--- config.mk ---
export PLATFORM = sky130hd
export DESIGN_NAME = serial_rx_core
export DESIGN_NICKNAME = d
export VERILOG_FILES = /design/src/rtl/srx_pkg.sv /design/src/rtl/srx_sampler.sv /design/src/rtl/srx_assemble.sv /design/src/rtl/srx_flags.sv /design/src/rtl/serial_rx_core.sv
export SDC_FILE = /design/constraint.sdc
export NUM_CORES = 1
export LEC_CHECK = 0
export BUFFER_PORTS_ARGS = -buffer_cell sky130_fd_sc_hd__buf_4
export CORE_MARGIN = 4
export CORE_UTILIZATION = 57
export DETAILED_ROUTE_END_ITERATION = 10
export HOLD_SLACK_MARGIN = 0.03
export PLACE_DENSITY_LB_ADDON = 0.05
export SLEW_MARGIN = 20
export SYNTH_ARGS = -nofsm -noshare
export SYNTH_HDL_FRONTEND = slang
export SYNTH_SLANG_ARGS = --single-unit
--- constraint.sdc ---
create_clock -name clk -period 2.4 [get_ports clk]
set_input_delay 0.12 -clock clk [delete_from_list [all_inputs] [get_ports clk]]
set_output_delay 0.12 -clock clk [all_outputs]
set_load 0.02 [all_outputs]
--- src/rtl/srx_pkg.sv ---
package srx_pkg;
  typedef enum logic [2:0] {
    ST_IDLE  = 3'd0,
    ST_HUNT  = 3'd1,
    ST_START = 3'd2,
    ST_DATA  = 3'd3,
    ST_STOP  = 3'd4,
    ST_DONE  = 3'd5
  } srx_state_e;

  function automatic logic parity_expected(input logic [7:0] d, input logic odd);
    return (^d) ^ odd;
  endfunction
endpackage

--- src/rtl/srx_sampler.sv ---
module srx_sampler
  import srx_pkg::*;
#(
  parameter int DATA_W = 8,
  parameter int OVS    = 16,
  localparam int CW    = $clog2(OVS),
  localparam int IW    = $clog2(DATA_W + 1)
) (
  input  logic          clk,
  input  logic          rst,
  input  logic          tick,
  input  logic          rx_en,
  input  logic          rxd,
  input  logic          start_high,
  input  logic          nine,
  output logic          active,
  output logic          bit_stb,
  output logic          bit_val,
  output logic [IW-1:0] bit_idx,
  output logic          done_stb,
  output logic          stop_ok
);
  localparam logic [CW-1:0] MID  = CW'(OVS / 2 - 1);
  localparam logic [CW-1:0] LAST = CW'(OVS - 1);

  srx_state_e    state;
  logic [CW-1:0] cnt;
  logic [IW-1:0] idx;
  logic          sync1, sync2;
  logic          at_start;
  logic [IW-1:0] last_idx;

  assign at_start = (sync2 == start_high);
  assign last_idx = nine ? IW'(DATA_W) : IW'(DATA_W - 1);

  always_ff @(posedge clk) begin
    if (rst) begin
      sync1 <= 1'b1;
      sync2 <= 1'b1;
    end else begin
      sync1 <= rxd;
      sync2 <= sync1;
    end
  end

  always_ff @(posedge clk) begin
    if (rst) begin
      state    <= ST_IDLE;
      cnt      <= '0;
      idx      <= '0;
      active   <= 1'b0;
      bit_stb  <= 1'b0;
      bit_val  <= 1'b0;
      bit_idx  <= '0;
      done_stb <= 1'b0;
      stop_ok  <= 1'b0;
    end else begin
      bit_stb  <= 1'b0;
      done_stb <= 1'b0;
      if (!rx_en) begin
        state  <= ST_IDLE;
        active <= 1'b0;
      end else begin
        case (state)
          ST_IDLE: begin
            state  <= ST_HUNT;
            active <= 1'b1;
          end
          ST_HUNT: begin
            if (tick && at_start) begin
              state <= ST_START;
              cnt   <= '0;
            end
          end
          ST_START: begin
            if (tick) begin
              if (cnt == MID) begin
                cnt   <= '0;
                idx   <= '0;
                state <= at_start ? ST_DATA : ST_HUNT;
              end else begin
                cnt <= cnt + 1'b1;
              end
            end
          end
          ST_DATA: begin
            if (tick) begin
              if (cnt == LAST) begin
                cnt     <= '0;
                bit_stb <= 1'b1;
                bit_val <= sync2;
                bit_idx <= idx;
                if (idx == last_idx) state <= ST_STOP;
                else idx <= idx + 1'b1;
              end else begin
                cnt <= cnt + 1'b1;
              end
            end
          end
          ST_STOP: begin
            if (tick) begin
              if (cnt == LAST) begin
                cnt      <= '0;
                done_stb <= 1'b1;
                stop_ok  <= !at_start;
                state    <= ST_DONE;
              end else begin
                cnt <= cnt + 1'b1;
              end
            end
          end
          ST_DONE: begin
            active <= 1'b0;
            state  <= ST_IDLE;
          end
          default: state <= ST_IDLE;
        endcase
      end
    end
  end

  assert_off_idle_R12: assert property (@(posedge clk) disable iff (rst)
    !rx_en |=> (!active && !done_stb));
endmodule

--- src/rtl/srx_assemble.sv ---
module srx_assemble #(
  parameter int DATA_W = 8,
  localparam int IW    = $clog2(DATA_W + 1)
) (
  input  logic              clk,
  input  logic              rst,
  input  logic              bit_stb,
  input  logic              bit_val,
  input  logic [IW-1:0]     bit_idx,
  input  logic              msb_first,
  output logic [DATA_W-1:0] data_q,
  output logic              ninth_q
);
  for (genvar g = 0; g < DATA_W; g++) begin : g_bit
    localparam logic [IW-1:0] POS_LSB = IW'(g);
    localparam logic [IW-1:0] POS_MSB = IW'(DATA_W - 1 - g);
    logic b_q;
    always_ff @(posedge clk) begin
      if (rst) b_q <= 1'b0;
      else if (bit_stb && bit_idx == (msb_first ? POS_MSB : POS_LSB)) b_q <= bit_val;
    end
    assign data_q[g] = b_q;
  end

  always_ff @(posedge clk) begin
    if (rst) ninth_q <= 1'b0;
    else if (bit_stb && bit_idx == IW'(DATA_W)) ninth_q <= bit_val;
  end
endmodule

--- src/rtl/srx_flags.sv ---
module srx_flags
  import srx_pkg::*;
#(
  parameter int DATA_W = 8
) (
  input  logic              clk,
  input  logic              rst,
  input  logic              done_stb,
  input  logic              stop_ok,
  input  logic [DATA_W-1:0] data_in,
  input  logic              ninth_in,
  input  logic              nine,
  input  logic              par_en,
  input  logic              par_odd,
  input  logic              data_rd,
  input  logic              status_rd,
  input  logic              flow_en,
  input  logic              rx_en,
  output logic [DATA_W-1:0] rx_data,
  output logic              rx_bit9,
  output logic              ready,
  output logic              irq,
  output logic              perr,
  output logic              ferr,
  output logic              ovr,
  output logic              rts
);
  logic par_bad;
  logic ready_d;

  assign par_bad = nine && par_en && (ninth_in != parity_expected(data_in[7:0], par_odd));
  assign ready_d = done_stb ? 1'b1 : (data_rd ? 1'b0 : ready);

  always_ff @(posedge clk) begin
    if (rst) begin
      rx_data <= '0;
      rx_bit9 <= 1'b0;
      ready   <= 1'b0;
      irq     <= 1'b0;
      perr    <= 1'b0;
      ferr    <= 1'b0;
      ovr     <= 1'b0;
      rts     <= 1'b1;
    end else begin
      irq   <= done_stb;
      ready <= ready_d;
      rts   <= !(flow_en && rx_en && !ready_d);
      perr  <= (perr && !status_rd) || (done_stb && par_bad);
      ferr  <= (ferr && !status_rd) || (done_stb && !stop_ok);
      ovr   <= (ovr && !status_rd) || (done_stb && ready && !data_rd);
      if (done_stb) begin
        rx_data <= data_in;
        rx_bit9 <= nine && ninth_in;
      end
    end
  end

  assert_irq_pulse_R5: assert property (@(posedge clk) disable iff (rst)
    irq |=> !irq);
  assert_irq_ready_R5: assert property (@(posedge clk) disable iff (rst)
    irq |-> ready);
  assert_rts_empty_R1: assert property (@(posedge clk) disable iff (rst)
    !rts |-> !ready);
  assert_ovr_sticky_R9: assert property (@(posedge clk) disable iff (rst)
    (ovr && !status_rd) |=> ovr);
  assert_perr_clear_R7: assert property (@(posedge clk) disable iff (rst)
    (status_rd && !done_stb) |=> !perr);
endmodule

--- src/rtl/serial_rx_core.sv ---
module serial_rx_core #(
  parameter int DATA_W = 8,
  parameter int OVS    = 16,
  localparam int IW    = $clog2(DATA_W + 1)
) (
  input  logic              clk,
  input  logic              rst,
  input  logic              tick16,
  input  logic              rx_en,
  input  logic              cfg_nine,
  input  logic              cfg_parity_en,
  input  logic              cfg_parity_odd,
  input  logic              cfg_msb_first,
  input  logic              cfg_start_high,
  input  logic              cfg_flow_en,
  input  logic              rxd,
  input  logic              data_rd,
  input  logic              status_rd,
  output logic [DATA_W-1:0] rx_data,
  output logic              rx_bit9,
  output logic              byte_ready,
  output logic              rx_irq,
  output logic              active,
  output logic              parity_err,
  output logic              frame_err,
  output logic              overrun,
  output logic              rts
);
  logic          bit_stb, bit_val, done_stb, stop_ok, ninth_q;
  logic [IW-1:0] bit_idx;
  logic [DATA_W-1:0] data_q;

  srx_sampler #(.DATA_W(DATA_W), .OVS(OVS)) u_sampler (
    .clk(clk), .rst(rst), .tick(tick16), .rx_en(rx_en), .rxd(rxd),
    .start_high(cfg_start_high), .nine(cfg_nine), .active(active),
    .bit_stb(bit_stb), .bit_val(bit_val), .bit_idx(bit_idx),
    .done_stb(done_stb), .stop_ok(stop_ok)
  );

  srx_assemble #(.DATA_W(DATA_W)) u_assemble (
    .clk(clk), .rst(rst), .bit_stb(bit_stb), .bit_val(bit_val),
    .bit_idx(bit_idx), .msb_first(cfg_msb_first),
    .data_q(data_q), .ninth_q(ninth_q)
  );

  srx_flags #(.DATA_W(DATA_W)) u_flags (
    .clk(clk), .rst(rst), .done_stb(done_stb), .stop_ok(stop_ok),
    .data_in(data_q), .ninth_in(ninth_q), .nine(cfg_nine),
    .par_en(cfg_parity_en), .par_odd(cfg_parity_odd),
    .data_rd(data_rd), .status_rd(status_rd), .flow_en(cfg_flow_en),
    .rx_en(rx_en), .rx_data(rx_data), .rx_bit9(rx_bit9),
    .ready(byte_ready), .irq(rx_irq), .perr(parity_err),
    .ferr(frame_err), .ovr(overrun), .rts(rts)
  );

  assert_irq_inactive_R5: assert property (@(posedge clk) disable iff (rst)
    rx_irq |-> !active);
endmodule

==> results of run 1 <==
## cell type report
class | count | area [sq um]
flip-flops and latches | 46 | 920.9
well taps | 48 | 60.06
multi-input cells | 185 | 1186
inverters | 5 | 18.77
clock buffers | 6 | 82.58
repair buffers | 31 | 240.2
clock inverters | 2 | 60.06
fillers | 307 | 1120
## flip-flops by register name, summed over array words and instances, names as in the netlist, 3 cells and up
signal and count:
u_sampler.state 3, u_sampler.idx 4, u_assemble.g_bit.b_q 8, u_flags.rx_data 8
u_sampler.bit_idx 4, u_sampler.cnt 4
## worst reg2reg max path: stages, from the launching register on
cell and delay [ps]:
dfxtp_1 380, ha_1 290, nand4_1 230, or4_4 580, nor2_4 120, a21oi_1 70, a311oi_1 270
## synth_stat cells, types with 5 or more instances
| cell type | count | area share |
|---|---|---|
| dfxtp_1 | 46 | 0.42 |
| nor2_1 | 35 | 0.060 |
| a21oi_1 | 22 | 0.050 |
| mux2i_1 | 21 | 0.095 |
| nand2_1 | 12 | 0.020 |
| xnor2_1 | 12 | 0.048 |
| nand3_1 | 10 | 0.023 |
| clkbuf_1 | 9 | 0.015 |
| nand2b_1 | 6 | 0.017 |
| nor3_1 | 6 | 0.014 |
| nor2b_1 | 5 | 0.014 |
| o21ai_0 | 5 | 0.011 |
## layer usage
metal	vias to the layer above	track usage	part of all wire	wire (um)
li1	931	-	-	-
met1	844	0.2814	0.49	2216
met2	60	0.2760	0.43	1967
met3	6	0.04460	0.066	300
met4	0	0.05745	0.012	53
met5	-	0	0	0
## worst max path at each step
stage	start	slack, ps	to	depth (start not counted)
after detailed placement	u_sampler.cnt[0]	480	u_sampler.idx[2]	6
after global placement	u_sampler.cnt[0]	550	u_sampler.idx[3]	6
after CTS	u_sampler.cnt[0]	370	u_sampler.idx[2]	6
final	u_sampler.cnt[0]	370	u_sampler.idx[2]	6
after floorplan	u_sampler.cnt[0]	650	u_sampler.idx[3]	7
after global routing	u_sampler.cnt[0]	240	u_sampler.idx[2]	6
## power by group
part           switching (W)  leakage (nW)   total, W  internal, W
logic              0.0000483         0.547  0.0000874    0.0000391
registers         0.00000909         0.372   0.000777     0.000768
clock network       0.000264        0.0714   0.000708     0.000444
total               0.000322         0.990    0.00157      0.00125
## metrics by stage
step                        util  worst slack [ps]  total power [W]
after floorplan                -             653.0        0.0008462
after global placement    0.6496             553.9        0.0008766
after detailed placement  0.6496             480.0        0.0008767
after CTS                 0.6964             365.3         0.001584
after global routing      0.6964             244.1         0.001631
final                     0.6964             373.5         0.001573
## kinds of logic after synthesis
family | Yosys count
buf+inv | 20
flops | 46
compound gates | 50
xor+xnor | 12
simple gates | 100
mux | 21
fa+ha+maj | 2
==> impl_metrics.toml, run 1 <==
[outcome]
status = "finished clean"

[final_layout]
final_common_cell = "dfxtp_1"
final_cell_mix = "dfxtp_1, nor2_1, buf_4"
layout-drive-gt1-share = 0.1709
instances_no_fill = 323
n_antenna_cell = 0
area_growth_pct = 16.58
nets = 289
final_area_sq_mm = 0.002569

[floorplanning]
die_h_um = 70.18
placementRows = 22
start_util = 0.5974
coreArea_sq_mm = 0.003689
fp.dieW_um = 70.18
io_pins = 29
fp.dieArea_sq_mm = 0.004925

[setup_path]
rrSetupSlack_ps = 370
critPathMaxFanout = 8
path_delay_family = "simple AND/OR/NAND/NOR gates"
r2r-end = "u_sampler.idx[2]"
reg2reg_depth = 6
start_kind = "flip-flop"
end_kind = "flip-flop"
crit_chain = "ha_1 > nand4_1 > or4_4 > nor2_4 > a21oi_1 > a311oi_1"
crit_arrival_ps = 2230
crit_buf_inv = 0
worst_path_largest_cell_delay_ps = 580
r2r_start = "u_sampler.cnt[0]"
crit_type = "flip-flop to flip-flop"
cp.required_ps = 2600
cp_slowest_cell = "or4_4"

[timing]
grt_setup_unrepaired = "false"
max_freq_mhz = 493.5
hold_ws_ps = 62.07
final_hold_viol_count = 0
setup_viol = 0
fin_skew_ps = 7.661
tightest_slew_ps = 673.6
finalCritPeriodShare = 0.8444
period_minus_slack_ps = 2026
relSlewSlack = 0.5503
drv_slew = 0
fin_tns_setup_ps = 0

[clocking]
cts_tree = "done"
clk_latency_ps = 300
ctsHtreeMaxLevel = 2
hold_buffers = 3
cts_buffer_depth = 2
cts-root-buf = "clkbuf_8"
cts_setup_buffers = 0
numClockSinks = 46
numCtsBuffers = 5
cts_resized = 0
cts.clk_slew.worst_paths_ps = 80

[global_routing]
grt_overflow = 0
globalRouteTotalUtil = 0.1914
grt_max_degree = 43
grt_pass1_wl_um = 7693
grt_pass1_vias = 1653
antenna_found_initial = 0

[synthesis]
async_reset_ff_frac = 0
synth.distinct_cells = 48
synth_fp_nets = 266
ys_seq_area_frac = 0.4179
yosys.area_share.xor_xnor = 0.04770
synth_cells = 251
ys.flop_type = "dfxtp_1"
synth.area.mux_share = 0.09540
ys_ff_latch = 46
synth_area_per_cell_sq_um = 8.778
netlist_area_sq_mm = 0.002203
synth_compound_area_frac = 0.1437
synthSimpleGateAreaFrac = 0.2402
yosys.area_share.adder = 0.01136
synth_edf_count = 0
yosysWarnings = 0
synth_top_family_by_area = "simple AND/OR/NAND/NOR gates"

[route]
vias = 1841
vias_per_cell = 5.700
drc = 0
drt-total-wl_um = 4538
wire_per_inst_um = 14.05
drtIter0Drc = 156
detail-route-antenna-nets = 0
first_pass_iters = 4

[placed_design]
post-dp-hpwl_um = 3046
dpl-instance-area_sq_mm = 0.002396
place.gp.congestion = 0.8627
io_buffer_count = 28
dp_cells = 312

[power]
vdd_drop_max_mv = 0.4244
leakagePower_nw = 0.9895
powerDensity_mw_per_mm2 = 612.2

[min_path]
hold_path_class = "input pin to flip-flop"
whs_endpoint = "u_flags.rts"
hp-start = "rx_en"
hold_depth = 2

[flow_run]
drv_cap = 0
Note: power is estimated with default switching activity, not from simulation.
==> run 2, diff against run 1 <==
clock period = 2.1 ns   (was 2.4 ns; I/O delays follow)
==> impl_metrics.toml, run 2 (synthesis gave the netlist of run 1 again) <==
[placed_design]
dp_cells = 315
post-place-ws_ps = 194.6
place.gp.congestion = 0.9142
io_buffer_count = 28
dpl-instance-area_sq_mm = 0.002419
post-dp-hpwl_um = 3172

[timing]
tightest_slew_ps = 674.8
final_hold_viol_count = 0
period_minus_slack_ps = 1927
setup_viol = 0
relSlewSlack = 0.5495
grt_setup_unrepaired = "false"
max_freq_mhz = 518.9
drv_slew = 0
fin_tns_setup_ps = 0
finalCritPeriodShare = 0.9178
setup_ws_ps = 172.7
fin_skew_ps = 10.15

[final_layout]
final_cell_mix = "dfxtp_1, nor2_1, buf_4"
area_growth_pct = 16.01
ff_latch_area_sq_um = 920.9
nets = 293
layout-drive-gt1-share = 0.1792
instances_no_fill = 327
final_common_cell = "dfxtp_1"
biggestRegsByFlops = "u_assemble.g_bit.b_q x8, u_flags.rx_data x8"
multi_input_area_sq_mm = 0.001186
n_antenna_cell = 0
fill_cells = 306
final_area_sq_mm = 0.002556

[setup_path]
start_kind = "flip-flop"
r2r_start = "u_sampler.cnt[0]"
end_kind = "flip-flop"
crit_type = "flip-flop to flip-flop"
reg2reg_depth = 6
cp_slowest_cell = "or4_4"
crit_path_start = "u_sampler.cnt[0]"
crit_chain = "ha_1 > nand4_1 > or4_4 > nor2_4 > a21oi_1 > a311oi_1"
critPathMaxFanout = 8
crit_arrival_ps = 2140
worst_path_largest_cell_delay_ps = 560
cp.required_ps = 2310

[global_routing]
grt_busiest_layer = "met1"
antenna_found_initial = 0
grtUsageMet2 = 0.2655
met1_usage = 0.2714
grt_max_degree = 43
globalRouteTotalUtil = 0.1864
use_met3 = 0.05612
grt_overflow = 0
grt_pass1_vias = 1583
grt_pass1_wl_um = 7534

[clocking]
cts.clk_slew.worst_paths_ps = 100
cts_tree = "done"
cts_resized = 0
cts_setup_buffers = 0
numClockSinks = 46
ctsHtreeMaxLevel = 2
cts_buffer_depth = 2
numCtsBuffers = 5
cts-root-buf = "clkbuf_8"
hold_buffers = 4
clk_latency_ps = 310

[power]
total_power_w = 0.001571
powerDensity_mw_per_mm2 = 614.5
vdd_drop_max_mv = 0.4965
leakagePower_nw = 0.9866

[flow_run]
drv_cap = 0

[route]
drc = 0
drtIter0Drc = 116
detail-route-antenna-nets = 0
wire_per_inst_um = 13.61
first_pass_iters = 4
vias = 1826
drt-total-wl_um = 4451
vias_per_cell = 5.584

[floorplanning]
start_util = 0.5974
coreArea_sq_mm = 0.003689
fp.dieW_um = 70.18
placementRows = 22
die_h_um = 70.18
fp.dieArea_sq_mm = 0.004925
io_pins = 29

[min_path]
hp-start = "cfg_parity_en"
hold_path_class = "input pin to flip-flop"
hold_depth = 3

[outcome]
status = "finished clean"
-- run 2: cell types whose count changed in the layout (fill, tap and decap cells not counted) --
cell / previous run / this run
clkinv_4: 0 / 1
inv_6: 0 / 1
dlygate4sd3_1: 3 / 4
inv_8: 0 / 1
clkbuf_8: 6 / 5
bufinv_16: 2 / 0
buf_4: 28 / 31
-- run 2: metal layers --
metal  routed length, um  part of all wire  vias to the layer above
met5                   0                 0                        -
met4                  51             0.011                        0
met3                 261             0.059                        6
met2                1837              0.41                       40
met1                2300              0.52                      838
li1                    -                 -                      942
-- run 2: critical path: cells and delay by family (launching register included) --
family,cells,cell delay (ps)
and+or+nand+nor,3,890
DFF,1,370
AOI/OAI and AO/OA,2,320
adders and majority gates,1,260
-- run 2: report_power, final --
group,total [W],switching (W),internal [W]
Sequential,0.000888,0.0000104,0.000878
Clock,0.000580,0.000331,0.000249
Combinational,0.000102,0.0000548,0.0000477
Total,0.00157,0.000396,0.00117
-- run 2: layout make-up --
class                      instances  share of cell area
clock inverter                     3             0.01126
tap                               48             0.02349
timing repair buffer              35              0.1067
multi-input combinational        185              0.4640
clock buffer                       5             0.02692
sequential                        46              0.3603
inverter                           5            0.007342
-- run 2: stage by stage --
stage | hold slack [ps] | util
after detailed placement | 294.4 | 0.6557
final | 81.60 | 0.6930
after global placement | 291.7 | 0.6557
after floorplan | 192.9 | -
after CTS | 76.54 | 0.6930
after global routing | 110.0 | 0.6930
-- run 2: final timing paths --
| kind | to | slack [ps] |
|---|---|---|
| setup / recovery | u_sampler.idx[3] | 170 |
| hold / removal | u_flags.perr | 80 |
| setup reg to reg | u_sampler.idx[3] | 170 |
| hold reg to reg | u_sampler.sync2 | 430 |
==> run 3, diff against run 2 <==
clock period = 2.15 ns   (was 2.1 ns; I/O delays follow)
==> impl_metrics.toml, run 3 (synthesis gave the netlist of run 1 again) <==
[clocking]
cts-root-buf = "clkbuf_8"
clk_latency_ps = 310
numCtsBuffers = 5
cts_buffer_depth = 2
cts_setup_buffers = 0
ctsHtreeMaxLevel = 2
cts.clk_slew.worst_paths_ps = 90
cts_tree = "done"
numClockSinks = 46

[setup_path]
r2r-end = "u_sampler.idx[3]"
crit_type = "flip-flop to flip-flop"
end_kind = "flip-flop"
crit_arrival_ps = 2170
r2r_start = "u_sampler.cnt[0]"
start_kind = "flip-flop"
critPathMaxFanout = 8
cp.required_ps = 2370
rrSetupSlack_ps = 200
reg2reg_depth = 6

[route]
drc = 0
drt-total-wl_um = 4609
first_pass_iters = 4
detail-route-antenna-nets = 0
vias = 1854
drtIter0Drc = 143
wire_per_inst_um = 14.14
vias_per_cell = 5.687

[final_layout]
final_cell_mix = "dfxtp_1, nor2_1, buf_4"
area_growth_pct = 16.24
fill_cells = 317
biggestRegsByFlops = "u_assemble.g_bit.b_q x8, u_flags.rx_data x8"
n_antenna_cell = 0
postLayoutCoreUtil = 0.6944
layout-drive-gt1-share = 0.1799
nets = 292
final_common_cell = "dfxtp_1"

[global_routing]
grt_overflow = 0
grt_pass1_vias = 1641
grt_max_degree = 43
globalRouteTotalUtil = 0.1966
grt_pass1_wl_um = 7797
antenna_found_initial = 0

[floorplanning]
fp.dieArea_sq_mm = 0.004925
start_util = 0.5974
placementRows = 22
coreArea_sq_mm = 0.003689
io_pins = 29
die_h_um = 70.18
fp.dieW_um = 70.18

[placed_design]
io_buffer_count = 28
post-dp-hpwl_um = 3218
place.gp.congestion = 0.9138

[min_path]
hp-start = "rx_en"
hold_depth = 2
hold_path_class = "input pin to flip-flop"
whs_endpoint = "u_flags.rts"

[timing]
setup_viol = 0
grt_setup_unrepaired = "false"
tightest_slew_ps = 662.8
relSlewSlack = 0.5576
period_minus_slack_ps = 1946
drv_slew = 0
max_freq_mhz = 513.8
final_hold_viol_count = 0
fin_skew_ps = 10.14
finalCritPeriodShare = 0.9053
fin_tns_setup_ps = 0

[power]
leakagePower_nw = 0.9924
powerDensity_mw_per_mm2 = 633.7
vdd_drop_max_mv = 0.4941

[outcome]
status = "finished clean"

[flow_run]
drv_cap = 0
==> run 3: timing repair <==
action                    in CTS  in global routing
resized for setup              0                  0
hold buffers                   3                  0
hold endpoints to repair       3                  0
==> run 3: layout make-up <==
cell class                 instances  area [sq um]  area share
clock inverter                     3         43.79     0.01710
tap                               48         60.06     0.02345
sequential                        46         920.9      0.3595
clock buffer                       5         68.82     0.02687
inverter                           5         18.77    0.007328
multi-input combinational        185          1186      0.4631
timing repair buffer              34         262.8      0.1026
==> run 3: how the worst max path moves through the flow <==
stage,start,to,cells after the start
after CTS,u_sampler.cnt[0],u_sampler.idx[3],6
final,u_sampler.cnt[0],u_sampler.idx[3],6
after global routing,u_sampler.cnt[0],u_sampler.idx[3],6
after detailed placement,u_sampler.cnt[0],u_sampler.idx[3],6
after global placement,u_sampler.state[0],u_sampler.idx[3],5
after floorplan,u_sampler.cnt[0],u_sampler.idx[3],7
==> run 3: layer usage <==
layer,vias up,global-route usage,part of all wire,routed length (um)
met1,870,0.2743,0.49,2275
li1,942,-,-,-
met5,-,0,0,0
met2,37,0.2896,0.44,2018
met3,5,0.05036,0.058,266
met4,0,0.07660,0.010,48
==> run 3: critical path, stage by stage, from the launching register on <==
cell      delay, ps
dfxtp_1         370
ha_1            270
nand4_1         200
or4_4           560
nor2_4          140
a21oi_1          80
a311oi_1        240
==> run 3: report_power, final <==
| group | switching (W) | leakage, nW | internal [W] |
|---|---|---|---|
| Clock | 0.000308 | 0.0585 | 0.000348 |
| Sequential | 0.00000981 | 0.372 | 0.000857 |
| Combinational | 0.0000544 | 0.562 | 0.0000457 |
| Total | 0.000372 | 0.992 | 0.00125 |
==> run 3: metrics by stage <==
step | hold WS, ps | instance area [sq um] | power [W] | setup slack (ps) | instances
after global placement | 294.2 | 2419 | 0.0009813 | 314.8 | 315
after floorplan | 195.4 | 2203 | 0.0009446 | 403.0 | 251
after global routing | 54.36 | 2561 | 0.001677 | 53.01 | 326
after detailed placement | 296.9 | 2419 | 0.0009817 | 240.7 | 315
after CTS | 32.78 | 2561 | 0.001633 | 202.8 | 326
final | 42.99 | 2561 | 0.001623 | 203.7 | 326
